`src/rtl/lifo_pkg.sv`:
```
package lifo_pkg;

  typedef enum logic [1:0] {
    OP_IDLE = 2'd0,
    OP_PUSH = 2'd1,
    OP_POP  = 2'd2,
    OP_BAD  = 2'd3
  } stk_op_e;

endpackage

```
`src/rtl/lifo_rst_sync.sv`:
```
module lifo_rst_sync (
  input  logic clk,
  input  logic rst_n,
  output logic rst_sync_n
);

  logic [1:0] sync_q;

  always_ff @(posedge clk or negedge rst_n) begin
    if (!rst_n) begin
      sync_q <= 2'b00;
    end else begin
      sync_q <= {sync_q[0], 1'b1};
    end
  end

  assign rst_sync_n = sync_q[1];

endmodule

```
`src/rtl/lifo_store.sv`:
```
module lifo_store #(
  parameter int DATA_W = 8,
  parameter int ADDR_W = 6
) (
  input  logic              clk,
  input  logic              we,
  input  logic [ADDR_W-1:0] waddr,
  input  logic [DATA_W-1:0] wdata,
  input  logic [ADDR_W-1:0] raddr,
  output logic [DATA_W-1:0] rdata
);

  localparam int DEPTH = 1 << ADDR_W;

  logic [DATA_W-1:0] word_q [DEPTH];

  // one enabled register per word; contents are not reset
  for (genvar g = 0; g < DEPTH; g++) begin : g_word
    logic sel;
    assign sel = we && (waddr == ADDR_W'(g));
    always_ff @(posedge clk) begin
      if (sel) begin
        word_q[g] <= wdata;
      end
    end
  end

  assign rdata = word_q[raddr];

endmodule

```
`src/rtl/lifo_ctrl.sv`:
```
module lifo_ctrl
  import lifo_pkg::*;
#(
  parameter int ADDR_W = 6
) (
  input  logic              clk,
  input  logic              rst_n,
  input  logic              push_i,
  input  logic              pop_i,
  output logic [ADDR_W-1:0] sp_o,
  output logic              full_o,
  output logic              empty_o,
  output logic              err_o,
  output logic              wr_en_o,
  output logic [ADDR_W-1:0] wr_addr_o,
  output logic              rd_en_o
);

  localparam logic [ADDR_W-1:0] SP_ZERO = '0;
  localparam logic [ADDR_W-1:0] SP_ONE  = ADDR_W'(1);

  stk_op_e           op;
  logic [ADDR_W-1:0] sp_q, sp_d;
  logic              full_q, full_d;
  logic              empty_q, empty_d;
  logic              err_q, err_d;
  logic [ADDR_W-1:0] sp_inc, sp_dec;

  assign sp_inc = sp_q + SP_ONE;
  assign sp_dec = sp_q - SP_ONE;

  always_comb begin
    unique case ({push_i, pop_i})
      2'b10:   op = full_q  ? OP_BAD : OP_PUSH;
      2'b01:   op = empty_q ? OP_BAD : OP_POP;
      2'b11:   op = OP_BAD;
      default: op = OP_IDLE;
    endcase
  end

  always_comb begin
    sp_d    = sp_q;
    full_d  = full_q;
    empty_d = empty_q;
    err_d   = 1'b0;
    unique case (op)
      OP_PUSH: begin
        sp_d    = sp_inc;
        full_d  = (sp_inc == SP_ZERO);
        empty_d = 1'b0;
      end
      OP_POP: begin
        sp_d    = sp_dec;
        empty_d = (sp_dec == SP_ZERO);
        full_d  = 1'b0;
      end
      OP_BAD:  err_d = 1'b1;
      default: ;
    endcase
  end

  always_ff @(posedge clk or negedge rst_n) begin
    if (!rst_n) begin
      sp_q    <= SP_ZERO;
      full_q  <= 1'b0;
      empty_q <= 1'b1;
      err_q   <= 1'b0;
    end else begin
      sp_q    <= sp_d;
      full_q  <= full_d;
      empty_q <= empty_d;
      err_q   <= err_d;
    end
  end

  assign sp_o      = sp_q;
  assign full_o    = full_q;
  assign empty_o   = empty_q;
  assign err_o     = err_q;
  assign wr_en_o   = (op == OP_PUSH);
  assign wr_addr_o = sp_inc;
  assign rd_en_o   = (op == OP_POP);

  p_push_step_r2: assert property (@(posedge clk) disable iff (!rst_n)
    (push_i && !pop_i && !full_o) |=> (sp_o == ADDR_W'($past(sp_o) + 1)) && !empty_o);

  p_fill_wrap_r3: assert property (@(posedge clk) disable iff (!rst_n)
    (push_i && !pop_i && !full_o && (sp_o == '1)) |=> full_o && (sp_o == '0));

  p_flags_excl_r3: assert property (@(posedge clk) disable iff (!rst_n)
    !(full_o && empty_o));

  p_pop_step_r4: assert property (@(posedge clk) disable iff (!rst_n)
    (pop_i && !push_i && !empty_o) |=> (sp_o == ADDR_W'($past(sp_o) - 1)) && !full_o);

  p_drain_r5: assert property (@(posedge clk) disable iff (!rst_n)
    (pop_i && !push_i && !empty_o && (sp_o == ADDR_W'(1))) |=> empty_o);

  p_no_overflow_r6: assert property (@(posedge clk) disable iff (!rst_n)
    (push_i && !pop_i && full_o) |=> $stable(sp_o) && full_o && err_o);

  p_no_underflow_r7: assert property (@(posedge clk) disable iff (!rst_n)
    (pop_i && !push_i && empty_o) |=> $stable(sp_o) && empty_o && err_o);

  p_both_refused_r8: assert property (@(posedge clk) disable iff (!rst_n)
    (push_i && pop_i) |=> $stable(sp_o) && $stable(full_o) && $stable(empty_o) && err_o);

  p_err_quiet_r9: assert property (@(posedge clk) disable iff (!rst_n)
    (!(push_i && pop_i) && !(push_i && full_o) && !(pop_i && empty_o)) |=> !err_o);

  p_idle_hold_r11: assert property (@(posedge clk) disable iff (!rst_n)
    (!push_i && !pop_i) |=> $stable(sp_o) && $stable(full_o) && $stable(empty_o));

endmodule

```
`src/rtl/lifo_regstack.sv`:
```
module lifo_regstack #(
  parameter int DATA_W = 8,
  parameter int ADDR_W = 6
) (
  input  logic              clk,
  input  logic              rst_n,
  input  logic              push_i,
  input  logic              pop_i,
  input  logic [DATA_W-1:0] wr_data_i,
  output logic [DATA_W-1:0] rd_data_o,
  output logic [DATA_W-1:0] tos_o,
  output logic [ADDR_W-1:0] sp_o,
  output logic              full_o,
  output logic              empty_o,
  output logic              err_o
);

  logic              rst_sync_n;
  logic              wr_en;
  logic [ADDR_W-1:0] wr_addr;
  logic              rd_en;
  logic [DATA_W-1:0] top_word;
  logic [DATA_W-1:0] rd_q;

  lifo_rst_sync u_rst (
    .clk        (clk),
    .rst_n      (rst_n),
    .rst_sync_n (rst_sync_n)
  );

  lifo_ctrl #(.ADDR_W(ADDR_W)) u_ctrl (
    .clk       (clk),
    .rst_n     (rst_sync_n),
    .push_i    (push_i),
    .pop_i     (pop_i),
    .sp_o      (sp_o),
    .full_o    (full_o),
    .empty_o   (empty_o),
    .err_o     (err_o),
    .wr_en_o   (wr_en),
    .wr_addr_o (wr_addr),
    .rd_en_o   (rd_en)
  );

  lifo_store #(.DATA_W(DATA_W), .ADDR_W(ADDR_W)) u_store (
    .clk   (clk),
    .we    (wr_en),
    .waddr (wr_addr),
    .wdata (wr_data_i),
    .raddr (sp_o),
    .rdata (top_word)
  );

  // data register: captures the word at the pointer before it moves down
  always_ff @(posedge clk or negedge rst_sync_n) begin
    if (!rst_sync_n) begin
      rd_q <= '0;
    end else if (rd_en) begin
      rd_q <= top_word;
    end
  end

  assign rd_data_o = rd_q;
  assign tos_o     = top_word;

  p_pop_data_r4: assert property (@(posedge clk) disable iff (!rst_sync_n)
    (pop_i && !push_i && !empty_o) |=> (rd_data_o == $past(tos_o)));

  p_push_visible_r10: assert property (@(posedge clk) disable iff (!rst_sync_n)
    (push_i && !pop_i && !full_o) |=> (tos_o == $past(wr_data_i)));

  p_hold_data_r7: assert property (@(posedge clk) disable iff (!rst_sync_n)
    (pop_i && empty_o) |=> $stable(rd_data_o));

endmodule

```
`config.mk`:
```
export PLATFORM = sky130hd
export DESIGN_NAME = lifo_regstack
export DESIGN_NICKNAME = d
export VERILOG_FILES = /design/src/rtl/lifo_pkg.sv /design/src/rtl/lifo_rst_sync.sv /design/src/rtl/lifo_store.sv /design/src/rtl/lifo_ctrl.sv /design/src/rtl/lifo_regstack.sv
export SDC_FILE = /design/constraint.sdc
export NUM_CORES = 1
export LEC_CHECK = 0
export ABC_AREA = 1
export BUFFER_PORTS_ARGS = -buffer_cell sky130_fd_sc_hd__buf_4
export CORE_MARGIN = 2
export CORE_UTILIZATION = 55
export CTS_CLUSTER_DIAMETER = 30
export DETAILED_ROUTE_END_ITERATION = 10
export PLACE_DENSITY = 0.71
export SLEW_MARGIN = 20
export SYNTH_ARGS = -nofsm -noshare
export SYNTH_HDL_FRONTEND = slang
export SYNTH_HIERARCHICAL = 1
export SYNTH_SLANG_ARGS = --single-unit
```
`constraint.sdc`:
```
create_clock -name clk -period 2.86 [get_ports clk]
set_input_delay 0.429 -clock clk [delete_from_list [all_inputs] [get_ports clk]]
set_output_delay 0.429 -clock clk [all_outputs]
set_load 0.01 [all_outputs]
```
== Word level (Yosys, flattened, before mapping) ==
Memory sizes are Yosys's and may differ from the RTL's.
Cells that the tools add are included.
Word-level totals
  register bits after elaboration: 19
  memory bits (writable): 512
  input bits: 12
  output and inout bits: 25
  logic and storage cells: 532
  memories kept: 1
Memory list
  u_store.word_q: words 64, width 8, rd ports 1, clocked after memory_dff 0, wr ports 1, line lifo_store.sv:15  | logic [DATA_W-1:0] word_q [DEPTH];
Operators by class
  add/subtract/negate cells: 2
  equal/unequal tests: 69
  muxes and demuxes: 324
  reduce and logical (&&, ||, !) cells: 130
Operators by type and width (count)
  $mux W8: 63
  $reduce_or A8 Y1: 63
  $mux W6: 63
  $mux W1: 193
  $eq A6 B6 Y1 const B: 32
  $eq A6 B5 Y1 const B: 16
  $logic_and A1 B1 Y1: 64
  $eq A6 B4 Y1 const B: 8
  $eq A6 B3 Y1 const B: 4
  $eq A6 B2 Y1 const B: 2
  $logic_not A6 Y1: 2
  $pmux W6 S2: 1
  $eq A2 B2 Y1 const B: 4
  $add A6 B1 Y6 const B: 1
  $eq A6 B1 Y1 const B: 1
  $pmux W2 S3: 1
  $sub A6 B1 Y6 const B: 1
  $eq A2 B1 Y1 const B: 2
  $pmux W1 S2: 2
  $mux W2: 1
  $reduce_bool A2 Y1: 1

== Depth between registers and ports, before layout ==
Gate-level depths: netlist (run 1).
  depth in word-level cells: 70
  mapped depth: 14
  depth with buffers taken out: 11

== By module ==
The synthesis (run 1) kept the hierarchy.
Modules (own cells, without submodules)
  lifo_store: instances 1, cells each 1811, area each 21142.8 sq um, seq. area each 15374.7 sq um
  lifo_ctrl: instances 1, cells each 98, area each 715.7 sq um, seq. area each 226.5 sq um
  lifo_regstack: instances 1, cells each 34, area each 305.3 sq um, seq. area each 200.2 sq um
  lifo_rst_sync: instances 1, cells each 3, area each 53.8 sq um, seq. area each 50.0 sq um

== Worst setup path before layout (run 1) ==
No wires, ideal clock.
  path type: register to register
  start point: register u_ctrl.sp_q[1] (netlist: u_ctrl/sp_o[1])
  end point: memory u_store.word_q[10][0] (enable)
  library setup time: 0.370 ns
  arrival: 2.009 ns
  data required time: 2.490 ns
  slack: 0.481 ns
  cell stages (with the launch flop): 9
  path buffers: 1
  clock period less this slack: 2.379 ns
  path through: dfrtp_1 -> ha_1 -> nand3_1 -> xor2_1 -> inv_1 -> inv_1 -> nand3_1 -> clkbuf_1 -> nor2_1
On the way
  elaborated cells on any way between the ends: 446
  classes of those cells: add/sub: 1; eq/ne: 63; mux: 254; reduce/logical: 128
RTL lines
  from (decl): line lifo_ctrl.sv:23  | logic [ADDR_W-1:0] sp_q, sp_d;
  from (signal assigned): line lifo_ctrl.sv:69  | sp_q <= sp_d;
  $add A6 B1 Y6 *: line lifo_ctrl.sv:29  | assign sp_inc = sp_q + SP_ONE;
  named net wr_addr[4]: line lifo_regstack.sv:20  | logic [ADDR_W-1:0] wr_addr;
  $eq A6 B4 Y1 *: line lifo_store.sv:20  | assign sel = we && (waddr == ADDR_W'(g));
  $logic_and A1 B1 Y1 *: line lifo_store.sv:20
  named net u_store.g_word[10].sel: line lifo_store.sv:19  | logic sel;
  $mux W1 *: line lifo_store.sv:22  | if (sel) begin
  $mux W1 (implied by the code) *: line lifo_store.sv:23  | word_q[g] <= wdata;
  $reduce_or A8 Y1 (no source line)
  $mux W6 (no source line) / $mux W1 (equally long branches) (54 in series)
  to (decl): line lifo_store.sv:15
The timed path passes the listed nets; every way through them passes the cells marked *.

== Final worst setup path (run 1) ==
  start point: register u_ctrl.sp_q[0] (netlist: u_ctrl/sp_o[0])
  end point: output port tos_o[4]
On the way
  longest elaborated chain between the ends: 1
Ends and longest elaborated chain
  $mem_v2 Z64 W8
  to (decl): line lifo_regstack.sv:11  | output logic [DATA_W-1:0] tos_o,
Every way passes these cells.

==> results of run 1 <==
## placed cells by master (no fill, tap or decap), types with 15 or more instances in the layout
cell / instances
nand2_2: 46
buf_4: 112
inv_1: 25
nand2_1: 654
nor2_1: 71
clkbuf_16: 112
bufinv_16: 15
dfrtp_1: 15
nand3_1: 338
nand3_2: 108
buf_6: 16
buf_16: 21
edfxtp_1: 512
## registers in the layout (all words and copies together) (netlist names)
signal          cells
u_ctrl/full_o       1
rd_data_o           8
u_store/word_q    512
u_ctrl/empty_o      1
u_rst/sync_q        2
u_ctrl/err_o        1
u_ctrl/sp_o         6
## final timing paths
path	start	endpoint	slack [ns]	depth (start not counted)
hold / removal	rst_n	u_rst/sync_q[0]	0.13	2
setup reg to reg	u_ctrl/sp_o[0]	u_store/word_q[48][3]	-0.11	9
hold reg to reg	u_rst/sync_q[1]	rd_data_o[4]	0.34	0
max in group asynchronous	u_rst/sync_q[1]	u_ctrl/sp_o[0]	1.87	0
min in group clk	pop_i	u_ctrl/err_o	0.25	4
setup / recovery	u_ctrl/sp_o[0]	tos_o[4]	-0.17	13
## cell type report
cell class | instances | area share
flip-flops and latches | 531 | 0.556
multi-input cells | 1269 | 0.221
clock buffers | 105 | 0.0857
repair buffers | 179 | 0.0783
clock inverters | 66 | 0.0292
well taps | 525 | 0.0230
inverters | 30 | 0.00530
repair inverters | 3 | 0.00158
## kinds of logic (layout without fill, tap and decap cells)
kind of cell,after synthesis,count (layout),share of synthesized area
AOI/OAI and AO/OA,10,10,0.00265
xor gates and xnor gates,4,4,0.00158
adders and majority gates,8,8,0.00451
buffers and inverters,146,383,0.0410
DFF,531,531,0.713
other,1,1,0.000169
and+or+nand+nor,1246,1246,0.237
## metrics by stage
step	hold WS (ns)	util	setup TNS, ns
3_3_place_gp	0.211	0.583	0
3_5_place_dp	0.212	0.583	0
2_1_floorplan	0.133	-	0
6_report	0.129	0.717	-10.84
5_1_grt	0.160	0.717	-19.40
4_1_cts	0.115	0.686	-1.88
## power groups by stage
stage          clock, mW  sequential [mW]  combinational [mW]
4_1_cts             11.5             9.03                9.26
3_5_place_dp           0             9.19                7.86
5_1_grt             11.9             9.05                12.1
3_3_place_gp           0             9.18                7.74
6_report            11.5             9.04                11.7
2_1_floorplan          0             9.12                5.27
## worst max-delay path, cell delays in order (launching register included)
cell and delay [ns]:
dfrtp_4 0.44, buf_12 0.20, clkinv_16 0.11, buf_12 0.15, buf_16 0.15, nand2_1 0.10, nand3_1 0.09, nand3_1 0.13
nand2_1 0.06, nand2_1 0.08, nand3_1 0.11, nand3_2 0.15, nand2_4 0.09, buf_6 0.13
## metal layers
metal	part of all wire	global-route usage
met5	0	0
met4	0.054	0.150
met3	0.12	0.0584
met2	0.46	0.470
met1	0.36	0.403
## timing repair
item	in CTS	in global routing
hold buffers	1	0
setup buffers	15	2
cloned	13	22
pin swaps	13	91
gates resized for setup	73	194
endpoints found under the setup margin	8	281
endpoints found under the hold margin	2	0
==> summary.md, run 1 <==
| Metric | Value |
|---|---|
| Post-synthesis sequential area ratio | `0.713` |
| Kind of critical path | `flip-flop to output port` |
| HP Class | `input port to async pin` |
| Power per cell area | `between 1000 and 1500 nW/µm²` |
| Port bufs | `36` |
| Maximum root-to-sink buffer count | `3` |
| Vias in the first global route | `around 16k` |
| Post-synth top area cell | `edfxtp_1` |
| Cell Area, Synth | `roughly 22,000 µm²` |
| Max Clk Rate | `0.330 GHz` |
| Worst vdd ir | `1.03 mV` |
| FF+latch count, synth | `531` |
| Net switching power | `11.9 mW` |
| IO Pins | `37` |
| CP max FO | `14` |
| GRT Residual Overflow | `0` |
| Register area | `15,900 µm²` |
| Initial antenna violation count | `0` |
| Placed cells | `2,488` |
| # H-tree levels | `3` |
| Power Total | `32.2 mW` |
| Worst path arrival time | `2.61 ns` |
| Most common cell in the synthesized netlist | `nand2_1` |
| Startpoint types | `flip-flop` |
| Initial Utilization | `0.558` |
| RSZ-0062 raised after global routing | `true` |
| Via density | `6.31` |
| CTS sink count | `531` |
| Final period utilization | `1.06` |
| Sequential power share | `0.281` |
| Die H | `205 µm` |
| Final hold vios | `0` |
| Final nets | `~2.1k` |
| DRT Pass-1 Iters | `8` |
| Final instance area | `28,500 µm²` |
| Number of synthesized flops with an enable pin | `512` |
| Placement Cell Area | `roughly 23,000 µm²` |
| Global-route wire length before repair | `93.6 mm` |
| Post-synth top cells | `nand2_1, edfxtp_1, nand3_1, nor2_1, buf_2` |
| Ys flop type | `edfxtp_1` |
| Failing checks | `negative setup slack` |
| DRT antenna net count | `0` |
| Full die area | `42,000 µm²` |
| Max Cap Viol | `0` |
| # DRC | `0` |
| Share of cells above drive strength 1 | `0.240` |
| FP Rows | `73` |
| CTS tree | `built` |
| Pleak | `10.9 nW` |
| Synth-to-layout area growth | `28.5%` |
| Layout Skew | `0.0294 ns` |
| Final min period | `3.03 ns` |
| Footprint of the multi-input gates | `6310 µm²` |
| Max_slew headroom | `0.404` |
| DPL Wire Length | `32.2 mm` |
| Core area | `39,800 µm²` |
| Synth async-reset ratio | `0.0358` |
| Routed Wire Length | `68.6 mm` |
| Internal | `20.3 mW` |
| DR vias | `17.1k` |
| Syn_nets | `approximately 2k` |
| Yosys warning count | `6` |
| Largest net degree at the start of global routing | `66` |
| Power share of the clock group | `0.357` |
| Critical Path RT | `2.43 ns` |
| Slew @ Worst Pin | `roughly 0.9 ns` |
| Sw frac | `0.368` |
| Status | `complete, but fails checks` |
| Cells after Synth | `a little under 2k` |
| Finished Layout Cells | `2,708` |
| Setup violators final | `210` |
| Share of the synthesized area in the top cell type | `0.692` |
| Fill cell count | `approximately 2.5k` |
| Final worst slack | `-0.175 ns` |
| Starting DRC count in detailed routing | `2,742` |
| Count of final max-slew check failures | `0` |
| Clock latency on the worst-skew pair | `0.62 ns` |
| Number of distinct library cells after synthesis | `26` |
| Reg clk slew, reported paths | `0.05 ns` |
| Synth Area per Inst | `11.4 µm²` |
| WL/cell | `25.3 µm` |
| Root buffer cell | `clkbuf_16` |
| CTS Buf Count | `between 90 and 100` |
| Critical path endpoint category | `output port` |
| Synth top area cells | `edfxtp_1, nand2_1, nand3_1, dfrtp_1, buf_6` |
| Global placement routability congestion | `roughly 0.95` |
| Combinational fraction of design power | `0.363` |
| Die Wd | `slightly above 200 µm` |
| Pre-CTS setup slack | `0.143 ns` |
| Ant. Diodes | `0` |
| GR Util All Layers | `0.300` |
(Power assumes the default switching activity.)
==> run 2: changes to the inputs <==
- ABC_AREA: 1 -> unset
==> summary.md, run 2 <==
| Metric | Value |
|---|---|
| Status | `complete, but fails checks` |
| Failing checks | `negative setup slack` |
| DRT Pass-1 Iters | `5` |
| Critical path endpoint category | `output port` |
| Util after Layout | `0.705` |
| Pleak | `9.02 nW` |
| Critical-path top delay cell | `mux4_2` |
| Post-synthesis sequential area ratio | `0.752` |
| DRT antenna net count | `0` |
| GR Util All Layers | `0.257` |
| HP Class | `input port to async pin` |
| Global placement routability congestion | `0.854` |
| Cell Area, Synth | `21,100 µm²` |
| Layout Skew | `0.0187 ns` |
| Initial Utilization | `0.559` |
| Synth Area per Inst | `21.1 µm²` |
| Max reg flops | `a little over 500` |
| Cells after Synth | `999` |
| IO Pins | `37` |
| Final min period | `between 3 and 4 ns` |
| Ant. Diodes | `0` |
| Final nets | `approximately 1.3k` |
| Critical Path Max Stage Delay | `about 0.54 ns` |
| DR vias | `11.3k` |
| Final hold vios | `0` |
| Via density | `a little over 6` |
| Worst vdd ir | `just under 0.6 mV` |
| # H-tree levels | `3` |
| Share of the synthesized area in the top cell type | `0.730` |
| CTS Buf Count | `96` |
| Placed cells | `1,623` |
| Number of synthesized flops with an enable pin | `between 500 and 600` |
| Routed Wire Length | `50.3 mm` |
| Critical Path RT | `2.43 ns` |
| RSZ-0062 raised after global routing | `true` |
| Max Clk Rate | `0.283 GHz` |
| Pre-CTS setup slack | `-0.156 ns` |
| Full die area | `39,900 µm²` |
| Vias in the first global route | `11.5k` |
| Final instance area | `26,500 µm²` |
| Number of distinct library cells after synthesis | `between 50 and 60` |
| Biggest register | `u_store/word_q` |
| Crit-path cells | `buf_12, buf_6, mux4_2, mux4_2, o21ai_4, a31oi_4, a211o_1, buf_6` |
| WL/cell | `27.5 µm` |
| FP Rows | `about 70` |
| Die Wd | `200 µm` |
| Post-synth top cells | `edfxtp_1, mux4_2, nor2_1, mux2i_1, nand2_1` |
| Global-route wire length before repair | `73.0 mm` |
| Syn_nets | `1,019` |
| Max_slew headroom | `0.341` |
| Kind of critical path | `flip-flop to output port` |
| Slew @ Worst Pin | `approximately 0.99 ns` |
| Final worst slack | `-0.670 ns` |
| Max Cap Viol | `0` |
| Register area | `15,900 µm²` |
| Maximum root-to-sink buffer count | `3` |
| Core area | `37,700 µm²` |
| DPL Wire Length | `28.4 mm` |
| Share of cells above drive strength 1 | `0.398` |
| Most common cell in the synthesized netlist | `edfxtp_1` |
| Highest-count cells in the layout ignoring fill and taps | `edfxtp_1, buf_4, mux4_2` |
| Final period utilization | `1.23` |
| Synth async-reset ratio | `0.0358` |
| Initial antenna violation count | `0` |
| GRT Residual Overflow | `0` |
| Power per cell area | `1040 nW/µm²` |
| CTS tree | `built` |
| Synth top area cells | `edfxtp_1, mux4_2, dfrtp_1, mux2i_1, nor2_1` |
| Reg clk slew, reported paths | `0.05 ns` |
| Clock latency on the worst-skew pair | `just over 0.6 ns` |
| Largest net degree at the start of global routing | `65` |
| Synth-to-layout area growth | `26.0%` |
| Setup violators final | `8` |
| Root buffer cell | `clkbuf_16` |
| Count of final max-slew check failures | `0` |
| Yosys warning count | `6` |
| Placement Cell Area | `22,800 µm²` |
| FF+latch count, synth | `531` |
| Die H | `200 µm` |
| Ys flop type | `edfxtp_1` |
| Most common cell after layout, fill and taps aside | `edfxtp_1` |
| Finished Layout Cells | `1,827` |
| Startpoint types | `flip-flop` |
| Worst path arrival time | `3.10 ns` |
| # DRC | `0` |
| Footprint of the multi-input gates | `~5000 µm²` |
| Post-synth top area cell | `edfxtp_1` |
| Port bufs | `36` |
| CTS sink count | `531` |
| Fill cell count | `2,241` |
| Power Total | `27.7 mW` |
| Starting DRC count in detailed routing | `between 1k and 1.5k` |
| CP max FO | `5` |
-- run 2: final cells by class --
class	count	share of cell area
clock inverter	75	0.0296
sequential	531	0.598
clock buffer	106	0.0935
timing repair buffer	192	0.0661
inverter	4	0.000566
tap	511	0.0241
multi-input combinational	408	0.189
-- run 2: power breakdown --
part / total (mW) / switching (mW) / internal (mW)
sequential: 9.08 / 0.245 / 8.83
clock: 11.2 / 3.87 / 7.37
combinational: 7.34 / 3.77 / 3.57
-- run 2: cells by family after synthesis --
logic type / after synthesis / share of synthesized area
AOI/OAI and AO/OA: 64 / 0.0216
xor gates and xnor gates: 10 / 0.00451
muxes: 176 / 0.168
and+or+nand+nor: 149 / 0.0319
adders and majority gates: 8 / 0.00475
buffers and inverters: 60 / 0.0173
other: 1 / 0.000178
DFF: 531 / 0.752
-- run 2: stage by stage --
| step | TNS [ns] | hold slack (ns) |
|---|---|---|
| 6_report | -4.98 | 0.129 |
| 5_1_grt | -6.52 | 0.124 |
| 4_1_cts | -4.74 | 0.116 |
| 3_5_place_dp | -1.81 | 0.215 |
| 3_3_place_gp | -0.780 | 0.212 |
| 2_1_floorplan | 0 | 0.133 |
-- run 2: layer usage --
layer	vias to the layer above	wire length, µm	part of all wire	global-route usage
li1	4639	-	-	-
met1	5919	19300	0.38	0.341
met2	597	25600	0.51	0.426
met3	121	3740	0.074	0.0539
met4	0	1550	0.031	0.0925
met5	-	0	0	0
-- run 2: repair_timing --
item                                    CTS  global route
endpoints found under the setup margin   72           165
pin swaps                                 9            12
hold buffers                              1             0
hold endpoints to repair                  2             0
gates cloned                              1             2
gates resized for setup                  18            51
buffers inserted                         11             9
-- run 2: worst paths after layout --
kind / slack [ns] / cells after the start / from / endpoint
hold reg to reg: 0.35 / 0 / u_rst/sync_q[0] / u_rst/sync_q[1]
setup reg to reg: 0 / 11 / u_ctrl/sp_o[0] / u_store/word_q[1][0]
hold / removal: 0.13 / 2 / rst_n / u_rst/sync_q[1]
min in group clk: 0.22 / 4 / push_i / u_ctrl/err_o
max in group asynchronous: 1.71 / 0 / u_rst/sync_q[1] / u_ctrl/sp_o[0]
setup / recovery: -0.67 / 8 / u_ctrl/sp_o[0] / tos_o[5]
-- run 2: critical path, delay by kind of cell, from the launching register on --
family                 cells  cell delay, ns
buffers and inverters      3            0.42
AOI/OAI and AO/OA          3            0.57
DFF                        1            0.52
muxes                      2            0.98
